## src/rtl/irq_deliver.sv

```systemverilog
module irq_deliver #(
  parameter int LVL_W = 6
) (
  input  logic             clk,
  input  logic             rst,
  input  logic             rst_req_i,
  input  logic             nmi_req_i,
  input  logic [LVL_W-1:0] lvl_i,
  input  logic             boundary_i,
  input  logic             ie_i,
  input  logic [LVL_W-1:0] im_i,
  output logic             rst_nmi_exc_o,
  output logic             irq_exc_o,
  output logic [LVL_W-1:0] cause_ip_o
);

  logic             rst_q, nmi_q;
  logic [LVL_W-1:0] lvl_q;
  logic             pend_rst, pend_nmi, lvl_vld, eoi;
  logic [LVL_W-1:0] lvl_r, ip_r;

  logic rst_ev, nmi_ev, lvl_ev;
  logic take_rst, take_nmi, eval_lvl, take_irq;

  assign rst_ev = rst_req_i & ~rst_q;
  assign nmi_ev = nmi_req_i & ~nmi_q;
  assign lvl_ev = (lvl_i != lvl_q);

  assign take_rst = boundary_i & pend_rst;
  assign take_nmi = boundary_i & ~pend_rst & pend_nmi;
  assign eval_lvl = boundary_i & ~pend_rst & ~pend_nmi & (lvl_vld | eoi);
  assign take_irq = eval_lvl & lvl_vld & ie_i & (|(lvl_r & im_i));

  assign rst_nmi_exc_o = take_rst | take_nmi;
  assign irq_exc_o     = take_irq;
  assign cause_ip_o    = ip_r;

  always_ff @(posedge clk) begin
    if (rst) begin
      rst_q    <= 1'b0;
      nmi_q    <= 1'b0;
      lvl_q    <= '0;
      pend_rst <= 1'b0;
      pend_nmi <= 1'b0;
      lvl_vld  <= 1'b0;
      eoi      <= 1'b0;
      lvl_r    <= '0;
      ip_r     <= '0;
    end else begin
      rst_q <= rst_req_i;
      nmi_q <= nmi_req_i;
      lvl_q <= lvl_i;

      if (rst_ev)        pend_rst <= 1'b1;
      else if (take_rst) pend_rst <= 1'b0;

      if (nmi_ev)        pend_nmi <= 1'b1;
      else if (take_nmi) pend_nmi <= 1'b0;

      if (eval_lvl)
        ip_r <= lvl_vld ? lvl_r : '0;

      if (lvl_ev) begin
        if (lvl_i == '0) begin
          eoi     <= 1'b1;
          lvl_vld <= 1'b0;
        end else begin
          eoi     <= 1'b0;
          lvl_vld <= 1'b1;
          lvl_r   <= lvl_i;
        end
      end else if (eval_lvl) begin
        eoi <= 1'b0;
        if (take_irq) lvl_vld <= 1'b0;
      end
    end
  end

endmodule

```

## config.mk

```make
export PLATFORM = sky130hd
export DESIGN_NAME = irq_deliver
export DESIGN_NICKNAME = d
export VERILOG_FILES = /design/src/rtl/irq_deliver.sv
export SDC_FILE = /design/constraint.sdc
export NUM_CORES = 1
export LEC_CHECK = 0
export BUFFER_PORTS_ARGS = -buffer_cell sky130_fd_sc_hd__buf_2
export CORE_MARGIN = 10
export CORE_UTILIZATION = 45
export DETAILED_ROUTE_END_ITERATION = 16
export PLACE_DENSITY = 0.73
export SKIP_CTS_REPAIR_TIMING = 1
export SLEW_MARGIN = 20
export SYNTH_ARGS = -nofsm -noshare
export SYNTH_HDL_FRONTEND = slang
export SYNTH_SLANG_ARGS = --single-unit
export TNS_END_PERCENT = 30
```

## constraint.sdc

```tcl
create_clock -name clk -period 1.1 [get_ports clk]
set_input_delay 0.055 -clock clk [delete_from_list [all_inputs] [get_ports clk]]
set_output_delay 0.055 -clock clk [all_outputs]
set_load 0.005 [all_outputs]
```

==> flow_metrics.py, run 1 <==
metrics = {
    "critical_path": {
        "worstPathRequired_ns": 1.04,
        "worstSetupPathType": "flop to output pin",
        "r2r-end": "lvl_r[1]$_SDFFE_PP0P_",
        "r2r_cells": 4,
        "path_cells": "nor3b_4 > nand2_1 > a31oi_2 > and2_1 > buf_2",
        "critical_path.top_delay_family": "simple AND/OR/NAND/NOR gates",
        "critPathBufInv": 1,
        "slowest_stage": "dfxtp_2",
        "critical_path.startpoint": "pend_rst$_SDFFE_PP0P_",
        "ff2ff_setup_slack_ns": -0.16,
        "endpoint_kind": "output pin",
        "crit_path_max_fanout": 3,
        "r2r_start": "lvl_q[3]$_SDFF_PP0_",
        "cp_slowest_stage_delay_ns": 0.35,
        "startpoint_type": "flop",
        "cp.arrival_ns": 1.42,
    },
    "grt": {
        "grt_use_total_pct": 10.1,
        "use_met1_pct": 10.3,
        "grt_overflow_total": 0,
        "antenna_found_initial": 0,
        "grt_pass1_vias": 866,
        "met3_usage_pct": 4.07,
        "grt_max_degree": 14,
        "grt_first_pass_wirelength_um": 3640,
        "grtUsageMet2_pct": 18.0,
        "grt-busiest-layer": "met2",
    },
    "final_layout": {
        "n_antenna_cell": 0,
        "nNetsFinal": 155,
        "finish.utilization_pct": 66.9,
        "final_area_mm2": 0.00133,
        "finalNonFillerCells": 163,
        "area.sequential_um2": 488,
        "synthToLayoutAreaGrowth_pct": 39.5,
        "multiInputGateArea_um2": 526,
        "layout-drive-gt1-share_pct": 43.4,
        "fillers": 158,
    },
    "sta": {
        "drv_slew": 0,
        "tns_ns": -1.37,
        "rsz0062_at_grt": "yes",
        "period_share_pct": 134,
        "timing.final.ws_setup_ns": -0.376,
        "relSlewSlack_pct": 78.0,
        "fmax_mhz": 677,
        "tightest_slew_ns": 0.328,
        "finClkSkew_ns": 0.00796,
        "final_hold_viol_count": 0,
        "finalCriticalPeriod_ns": 1.48,
        "setup_viol": 9,
    },
    "hold_path": {
        "whs_path_depth": 2,
        "hold_path.class": "input port to flop",
        "worstHoldStart": "lvl_i[0]",
        "min_to": "lvl_r[0]$_SDFFE_PP0P_",
    },
    "yosys": {
        "syn-instance-count": 97,
        "synth_top_area_share_pct": 50.5,
        "synth_top_cell_by_area": "dfxtp_1",
        "yosysWarnings": 0,
        "avgSynthCellArea_um2": 9.80,
        "synth-seq-cells": 24,
        "synthTopCellsByArea": "dfxtp_1 51%, a22o_1 5.5%, xnor2_1 5.5%",
        "yosysUniqueCellTypes": 28,
        "ys_seq_area_share_pct": 50.5,
        "syn-num-nets": 115,
        "synth_area_um2": 951,
    },
    "clock_network": {
        "clkTransAtPathRegs_ns": 0.13,
        "cts_made_buffers": 3,
        "htree_num_levels": 1,
        "clock_latency_ns": 0.32,
        "cts_max_path_buffers": 2,
        "cts_root_buf": "clkbuf_4",
        "cts_tree": "built",
        "cts.sinks": 24,
    },
    "routing": {
        "route.vias.total": 842,
        "drtIter0Drc": 25,
        "wl_per_cell_um": 13.8,
        "vias_per_cell": 5.17,
        "wirelength_um": 2250,
        "drtAntennaViolNets": 0,
        "drc": 0,
        "drt_first_pass_iters": 4,
    },
    "die": {
        "die_h_um": 66.0,
        "die_x_um": 66.0,
        "io-pin-count": 26,
        "floorplan.rows": 16,
        "start_util_pct": 48.0,
        "dieArea_mm2": 0.00435,
        "core_mm2": 0.00198,
    },
    "power_and_ir_drop": {
        "sw_frac_of_total_pct": 24.5,
        "p_int_mw": 1.26,
        "pwr-share-seq_pct": 56.7,
        "p_leak_nw": 0.550,
        "cellPowerDensity_mw_per_mm2": 1260,
        "p_sw_uw": 410,
        "p_clk_share_pct": 27.2,
        "peakVddDrop_mv": 0.856,
        "combPwrFrac_pct": 16.1,
    },
    "placed_design": {
        "gp_congestion": 0.691,
        "dpl_worst_slack_ns": -0.148,
        "io_buffers": 25,
        "place_inst": 156,
        "placedInstanceArea_mm2": 0.00119,
        "hpwl_um": 1690,
    },
    "status": {
        "status": "complete, but fails checks",
        "violations": "setup timing",
    },
    "job": {
        "max_cap_violations": 0,
    },
}
## cells in the mapped netlist
cell	count
dfxtp_1	24
nand2_1	9
a21oi_1	7
nor2b_1	7
a22o_1	6
nand3_1	6
xnor2_1	6
nor2_1	5
a22oi_1	4
and2_1	2
clkbuf_1	2
inv_1	2
nand3b_1	2
a21oi_2	1
a31oi_1	1
and4_1	1
buf_2	1
mux2i_1	1
nand2b_1	1
nand4_1	1
nand4b_1	1
nor2b_2	1
nor3b_2	1
nor4_1	1
o21ai_0	1
o21ai_2	1
o2bb2ai_1	1
o31ai_4	1
## layout by cell type, fill, tap and decap left out
cell / count
nand2b_1: 1
a22oi_1: 4
nand4b_1: 1
dlygate4sd3_1: 2
dfxtp_1: 18
buf_2: 25
o21ai_0: 1
xnor2_2: 4
a21oi_2: 1
clkbuf_8: 1
nor2b_2: 1
nand2_1: 9
o31ai_4: 1
buf_4: 9
o21ai_4: 1
nor2_4: 1
a31oi_2: 1
clkbuf_4: 3
a22o_1: 6
nor2b_1: 7
nand4_1: 1
mux2i_1: 1
and4_1: 1
buf_6: 2
nor2_1: 4
nand3_1: 6
nand3b_1: 2
xnor2_1: 2
o2bb2ai_2: 1
a21oi_1: 6
nor4_1: 1
dfxtp_2: 6
nor3b_4: 1
inv_1: 2
and2_1: 2
a21oi_4: 1
## worst max path at each step
stage / endpoint / slack (ns) / cells past startpoint
after floorplan: irq_exc_o / -0.04 / 4
after global placement: lvl_r[3]$_SDFFE_PP0P_ / -0.09 / 4
after detailed placement: lvl_r[1]$_SDFFE_PP0P_ / -0.15 / 4
after CTS: irq_exc_o / -0.45 / 5
after global routing: irq_exc_o / -0.46 / 5
final: irq_exc_o / -0.38 / 5
## layer usage
metal	vias to the layer above	part of all wire [%]
met5	-	0
met4	0	2.0
met3	7	8.0
met2	24	47
met1	391	42
li1	420	-
## area by class of cell
cell class	instances	area share [%]
inverters	2	0.566
well taps	27	2.55
multi-input cells	68	39.6
repair buffers	38	17.7
flip-flops and latches	24	36.8
clock buffers	4	2.74
## flip-flops by register name, summed over array words and instances (netlist names)
signal	flops
cause_ip_o	6
eoi	1
lvl_q	6
lvl_r	6
lvl_vld	1
nmi_q	1
pend_nmi	1
pend_rst	1
rst_q	1
## worst register-to-register path: stages, from the launching register on
cell and delay [ns]:
dfxtp_2 0.35, xnor2_2 0.16, and4_1 0.30, a21oi_4 0.11, a22o_1 0.24
## power groups by stage
stage | Combinational (mW) | Sequential [mW] | Clock, mW
5_1_grt | 0.296 | 0.956 | 0.492
3_3_place_gp | 0.224 | 0.960 | 0
4_1_cts | 0.232 | 0.942 | 0.472
3_5_place_dp | 0.230 | 0.963 | 0
6_report | 0.269 | 0.949 | 0.455
2_1_floorplan | 0.127 | 0.954 | 0
## stage by stage
| stage | total power, mW | hold slack [ns] |
|---|---|---|
| final | 1.67 | 0.00444 |
| after global routing | 1.74 | 0.0181 |
| after global placement | 1.18 | 0.286 |
| after CTS | 1.65 | -0.0356 |
| after floorplan | 1.08 | 0.183 |
| after detailed placement | 1.19 | 0.292 |
## logic make-up (layout without fill, tap and decap cells)
logic type	Yosys count	count (layout)	synth area share, %
compound gates	23	23	18.6
flops	24	24	50.5
xor+xnor	6	6	5.53
simple gates	38	38	22.2
buf+inv	5	44	2.11
mux	1	1	1.05
No activity file was read; power rests on OpenSTA's default activity.
==> inputs of run 2 (changes only) <==
ABC_AREA = 1   (was not set)
CORE_UTILIZATION = 46   (was 45)
==> run 2 against run 1 <==
  * The run ends with hold timing, setup timing left
  * Final cell count up 31%
  * Sequential power about the same
  * Die area up 6.9%
  * Hold slack worse by 0.018 ns
  * Critical path depth up 2
  * Global-route usage about the same
  * Sequential share of layout area down 2.6 points
  * Routed wire length up 12%
  * Maximum frequency up 15%
  * Combinational power up 8.6%
  * Synthesized area up 12%
  * Critical endpoint unchanged
  * Highest routed layer unchanged
==> flow_metrics.py, run 2 <==
metrics = {
    "yosys": {
        "synthTopCellsByArea": "dfxtp_1 45%, nand2_1 15%, inv_1 5.3%",
        "yosysWarnings": 0,
        "synth_common_cells": "42 x nand2_1, 24 x dfxtp_1, 15 x inv_1, 15 x nor2_1, 10 x nand3_1",
        "synth-xor-area-share_pct": 1.64,
        "yosysUniqueCellTypes": 22,
        "synth_compound_area_share_pct": 8.78,
        "syn-instance-count": 145,
        "synth-seq-cells": 24,
        "synth_ff_type": "dfxtp_1",
        "ys_seq_area_share_pct": 45.0,
        "synth_top_cell_by_area": "dfxtp_1",
        "yosysMostFrequentCell": "nand2_1",
        "synth_top_area_share_pct": 45.0,
        "synth_area_mm2": 0.00107,
        "syn-num-nets": 163,
        "synth_top_family_by_area": "simple AND/OR/NAND/NOR gates",
        "yosys-mux-area-fraction_pct": 0,
        "synthSimpleGateAreaFrac_pct": 36.8,
        "synth-async-reset-ratio_pct": 0,
        "avgSynthCellArea_um2": 7.37,
        "synth_edf_count": 0,
        "synthAdderAreaFrac_pct": 0,
    },
    "clock_network": {
        "clkTransAtPathRegs_ns": 0.12,
        "cts.sinks": 24,
        "cts_tree": "built",
        "cts_max_path_buffers": 2,
        "htree_num_levels": 1,
        "cts_made_buffers": 3,
        "clock_latency_ns": 0.31,
        "cts_root_buf": "clkbuf_4",
    },
    "power_and_ir_drop": {
        "combPwrFrac_pct": 18.1,
        "p_clk_share_pct": 23.2,
        "p_sw_uw": 435,
        "p_leak_nw": 0.695,
        "cellPowerDensity_mw_per_mm2": 1110,
        "finalPower_mw": 1.61,
        "pwr-share-seq_pct": 58.7,
        "sw_frac_of_total_pct": 27.0,
        "peakVddDrop_mv": 0.895,
        "p_int_mw": 1.18,
    },
    "critical_path": {
        "worstSetupPathType": "flop to output pin",
        "r2r_cells": 9,
        "ff2ff_setup_slack_ns": -0.11,
        "startpoint_type": "flop",
        "worstPathRequired_ns": 1.04,
        "r2r-end": "cause_ip_o[1]$_SDFFE_PP0P_",
        "crit_path_max_fanout": 3,
        "r2r_start": "lvl_vld$_SDFFE_PP0P_",
        "cp.arrival_ns": 1.23,
        "endpoint_kind": "output pin",
    },
    "sta": {
        "timing.final.ws_setup_ns": -0.184,
        "whs_ns": -0.0137,
        "rsz0062_at_grt": "yes",
        "relSlewSlack_pct": 80.1,
        "tightest_slew_ns": 0.298,
        "setup_viol": 15,
        "fmax_mhz": 779,
        "finalCriticalPeriod_ns": 1.28,
        "final_hold_viol_count": 1,
        "drv_slew": 0,
        "finClkSkew_ns": 0.00190,
        "period_share_pct": 117,
        "tns_ns": -0.964,
    },
    "placed_design": {
        "io_buffers": 25,
        "gp_congestion": 0.840,
        "place_inst": 200,
        "hpwl_um": 1830,
    },
    "final_layout": {
        "layout-drive-gt1-share_pct": 46.8,
        "layout_common_cells": "33 x nand2_1, 25 x buf_2, 15 x nand2_2, 15 x dfxtp_1",
        "nNetsFinal": 206,
        "final_common_cell": "nand2_1",
        "n_antenna_cell": 0,
        "synthToLayoutAreaGrowth_pct": 35.2,
        "finalNonFillerCells": 214,
    },
    "grt": {
        "grt_max_degree": 13,
        "use_met1_pct": 12.6,
        "grt_overflow_total": 0,
        "antenna_found_initial": 0,
        "grt_use_total_pct": 10.1,
        "grt_pass1_vias": 896,
        "grt-busiest-layer": "met2",
        "met3_usage_pct": 3.26,
        "grt_first_pass_wirelength_um": 3800,
        "grtUsageMet2_pct": 16.6,
    },
    "hold_path": {
        "whs_path_depth": 3,
        "hold_path.class": "input port to flop",
        "worstHoldStart": "lvl_i[1]",
        "min_to": "lvl_q[1]$_SDFF_PP0_",
    },
    "die": {
        "io-pin-count": 26,
        "floorplan.rows": 17,
        "die_x_um": 68.2,
        "core_mm2": 0.00221,
        "die_h_um": 68.2,
        "start_util_pct": 48.3,
        "dieArea_mm2": 0.00465,
    },
    "routing": {
        "vias_per_cell": 4.93,
        "wirelength_um": 2510,
        "drt_first_pass_iters": 4,
        "drtIter0Drc": 62,
        "drc": 0,
        "wl_per_cell_um": 11.7,
        "route.vias.total": 1055,
        "drtAntennaViolNets": 0,
    },
    "job": {
        "max_cap_violations": 0,
    },
    "status": {
        "violations": "hold timing, setup timing",
        "status": "complete, but fails checks",
    },
}
run 2: power by group through the flow:
stage | logic [mW] | registers [mW] | clock network, mW
final | 0.292 | 0.946 | 0.373
after global routing | 0.325 | 0.953 | 0.404
after CTS | 0.242 | 0.942 | 0.385
after detailed placement | 0.241 | 0.961 | 0
after global placement | 0.233 | 0.959 | 0
after floorplan | 0.158 | 0.955 | 0
run 2: metrics by stage:
step / util (%) / cell area, um^2 / setup slack [ns]
after floorplan: - / 1090 / 0.0165
after global placement: 57.4 / 1270 / -0.00503
after detailed placement: 57.4 / 1270 / -0.0697
after CTS: 58.4 / 1290 / -0.292
after global routing: 65.3 / 1450 / -0.254
final: 65.3 / 1450 / -0.184
run 2: worst max-delay path: stages, from the launching register on:
cell	delay (ns)
dfxtp_2	0.36
inv_2	0.04
nand2_2	0.08
nand3_4	0.09
nor2_4	0.11
nand3_2	0.08
inv_1	0.05
buf_2	0.10
run 2: worst max path at each step:
stage / startpoint / endpoint / slack, ns / cells past startpoint
3_5_place_dp: lvl_q[5]$_SDFF_PP0_ / lvl_r[0]$_SDFFE_PP0P_ / -0.07 / 8
5_1_grt: lvl_vld$_SDFFE_PP0P_ / irq_exc_o / -0.25 / 7
4_1_cts: lvl_vld$_SDFFE_PP0P_ / irq_exc_o / -0.29 / 7
2_1_floorplan: lvl_vld$_SDFFE_PP0P_ / lvl_vld$_SDFFE_PP0P_ / 0.02 / 7
3_3_place_gp: lvl_q[5]$_SDFF_PP0_ / lvl_r[5]$_SDFFE_PP0P_ / -0.005 / 8
6_report: lvl_vld$_SDFFE_PP0P_ / irq_exc_o / -0.18 / 7
run 2: kinds of logic after synthesis:
kind of cell,count (synthesis)
xor gates and xnor gates,2
AOI/OAI and AO/OA,15
buffers and inverters,22
DFF,24
and+or+nand+nor,82
run 2: area by class of cell:
cell class	instances	area [um^2]
fillers	198	767
multi-input cells	99	571
flip-flops and latches	24	494
repair buffers	40	248
inverters	20	75.1
well taps	28	35.0
clock buffers	3	22.5
run 2: metal layers:
| metal | wire length (um) | share of wire [%] | vias up |
|---|---|---|---|
| met5 | 0 | 0 | - |
| met4 | 33 | 1.3 | 0 |
| met2 | 1220 | 49 | 26 |
| met1 | 1050 | 42 | 492 |
| met3 | 208 | 8.3 | 7 |
| li1 | - | - | 530 |
==> inputs of run 3 (changes only) <==
ABC_AREA = not set   (was 1)
CORE_UTILIZATION = 30   (was 46)
PLACE_DENSITY = not set   (was 0.73)
SLEW_MARGIN = not set   (was 20)
==> run 3 against run 2 <==
  * The flow finishes with violations (setup timing)
  * Maximum frequency decreased by 13%
  * Routed wire length decreased by 7.8%
  * Critical path type unchanged
  * Sequential share of layout area grew 1.9 points
  * Sequential power hardly changed
==> flow_metrics.py, run 3 (same netlist as run 1, synthesis figures left out) <==
metrics = {
    "sta": {
        "rsz0062_at_grt": "yes",
        "finalCriticalPeriod_ns": 1.47,
        "timing.final.ws_setup_ns": -0.371,
        "setup_viol": 16,
        "drv_slew": 0,
        "finClkSkew_ns": 0.00253,
        "relSlewSlack_pct": 77.7,
        "final_hold_viol_count": 0,
        "whs_ns": 0.00928,
        "fmax_mhz": 680,
        "tightest_slew_ns": 0.331,
        "period_share_pct": 134,
    },
    "final_layout": {
        "area.sequential_um2": 487,
        "final_area_mm2": 0.00135,
        "layout-drive-gt1-share_pct": 43.0,
        "finalNonFillerCells": 179,
        "multiInputGateArea_um2": 518,
        "final_common_cell": "buf_2",
        "n_antenna_cell": 0,
        "nNetsFinal": 154,
        "synthToLayoutAreaGrowth_pct": 41.7,
        "fillers": 314,
        "layout_common_cells": "25 x buf_2, 19 x dfxtp_1, 9 x nand2_1",
    },
    "clock_network": {
        "htree_num_levels": 1,
        "clock_latency_ns": 0.32,
        "cts_made_buffers": 3,
        "cts_max_path_buffers": 2,
        "clkTransAtPathRegs_ns": 0.14,
        "cts.sinks": 24,
        "cts_tree": "built",
        "cts_root_buf": "clkbuf_4",
    },
    "critical_path": {
        "worstPathRequired_ns": 1.04,
        "cp.arrival_ns": 1.42,
        "endpoint_kind": "output pin",
        "startpoint_type": "flop",
        "slowest_stage": "dfxtp_2",
        "cp_slowest_stage_delay_ns": 0.36,
        "path_cells": "nor3b_4 > nand2_1 > a31oi_2 > and2_1 > buf_2",
        "crit_path_max_fanout": 2,
        "worstSetupPathType": "flop to output pin",
    },
    "grt": {
        "grt_first_pass_wirelength_um": 3760,
        "grt_max_degree": 15,
        "grt_use_total_pct": 7.93,
        "antenna_found_initial": 0,
        "grt_pass1_vias": 828,
        "grt_overflow_total": 0,
    },
    "power_and_ir_drop": {
        "cellPowerDensity_mw_per_mm2": 1380,
        "p_leak_nw": 0.550,
        "peakVddDrop_mv": 0.494,
        "finalPower_mw": 1.86,
    },
    "routing": {
        "drtIter0Drc": 27,
        "route.vias.total": 827,
        "drtAntennaViolNets": 0,
        "wl_per_cell_um": 12.9,
        "vias_per_cell": 4.62,
        "drc": 0,
        "drt_first_pass_iters": 4,
        "wirelength_um": 2320,
    },
    "status": {
        "violations": "setup timing",
        "status": "complete, but fails checks",
    },
    "die": {
        "core_mm2": 0.00305,
        "io-pin-count": 26,
        "die_h_um": 76.3,
        "floorplan.rows": 20,
        "die_x_um": 76.3,
        "dieArea_mm2": 0.00582,
        "start_util_pct": 31.1,
    },
    "placed_design": {
        "hpwl_um": 1850,
        "placedInstanceArea_mm2": 0.00120,
        "gp_congestion": 0.811,
        "place_inst": 171,
        "io_buffers": 25,
    },
    "job": {
        "max_cap_violations": 0,
    },
    "hold_path": {
        "hold_path.class": "input port to flop",
    },
}
==> run 3: cell types whose count changed in the layout (fill, tap and decap cells not counted), moves of 5 or more <==
cell,previous run,this run
nand2_1,33,9
nand2_2,15,0
inv_1,14,2
nor2_1,14,5
nor2b_1,0,7
a22o_1,0,6
inv_2,6,0
nor2_4,5,0
==> run 3: layout make-up <==
class	count	share of cell area [%]
timing repair buffer	37	16.9
sequential	24	36.1
inverter	2	0.557
tap	44	4.09
multi-input combinational	68	38.4
clock buffer	3	1.67
clock inverter	1	2.23
==> run 3: stage by stage <==
stage	setup TNS, ns	setup WS, ns	utilization, %
2_1_floorplan	-0.348	-0.0368	-
3_3_place_gp	-0.662	-0.0880	39.2
3_5_place_dp	-0.973	-0.123	39.2
4_1_cts	-1.73	-0.496	40.9
5_1_grt	-2.54	-0.473	44.1
6_report	-1.35	-0.371	44.1
==> run 3: critical path: cells and delay by family, from the launching register on <==
family	cells	cell delay, ns
flops	1	0.36
simple gates	3	0.46
compound gates	1	0.16
buf+inv	1	0.11
==> run 3: final timing paths <==
check,start,to,slack (ns),cells past startpoint
max,pend_rst$_SDFFE_PP0P_,irq_exc_o,-0.37,5
min,lvl_i[2],lvl_r[2]$_SDFFE_PP0P_,0.009,2
min reg2reg,cause_ip_o[3]$_SDFFE_PP0P_,cause_ip_o[3]$_SDFFE_PP0P_,0.47,2
max reg2reg,lvl_q[3]$_SDFF_PP0_,lvl_r[5]$_SDFFE_PP0P_,-0.14,4
==> run 3: metal layers <==
| layer | part of all wire (%) | track usage (%) | routed length (um) |
|---|---|---|---|
| met5 | 0 | 0 | 0 |
| met2 | 48 | 12.9 | 1110 |
| met4 | 2.8 | 5.58 | 65 |
| met1 | 46 | 9.08 | 1060 |
| met3 | 3.5 | 1.53 | 81 |
==> run 3: power breakdown <==
group          internal (mW)  leakage, nW  switching, mW
logic                  0.141        0.322          0.119
registers              0.915        0.200         0.0327
clock network          0.369       0.0279          0.279
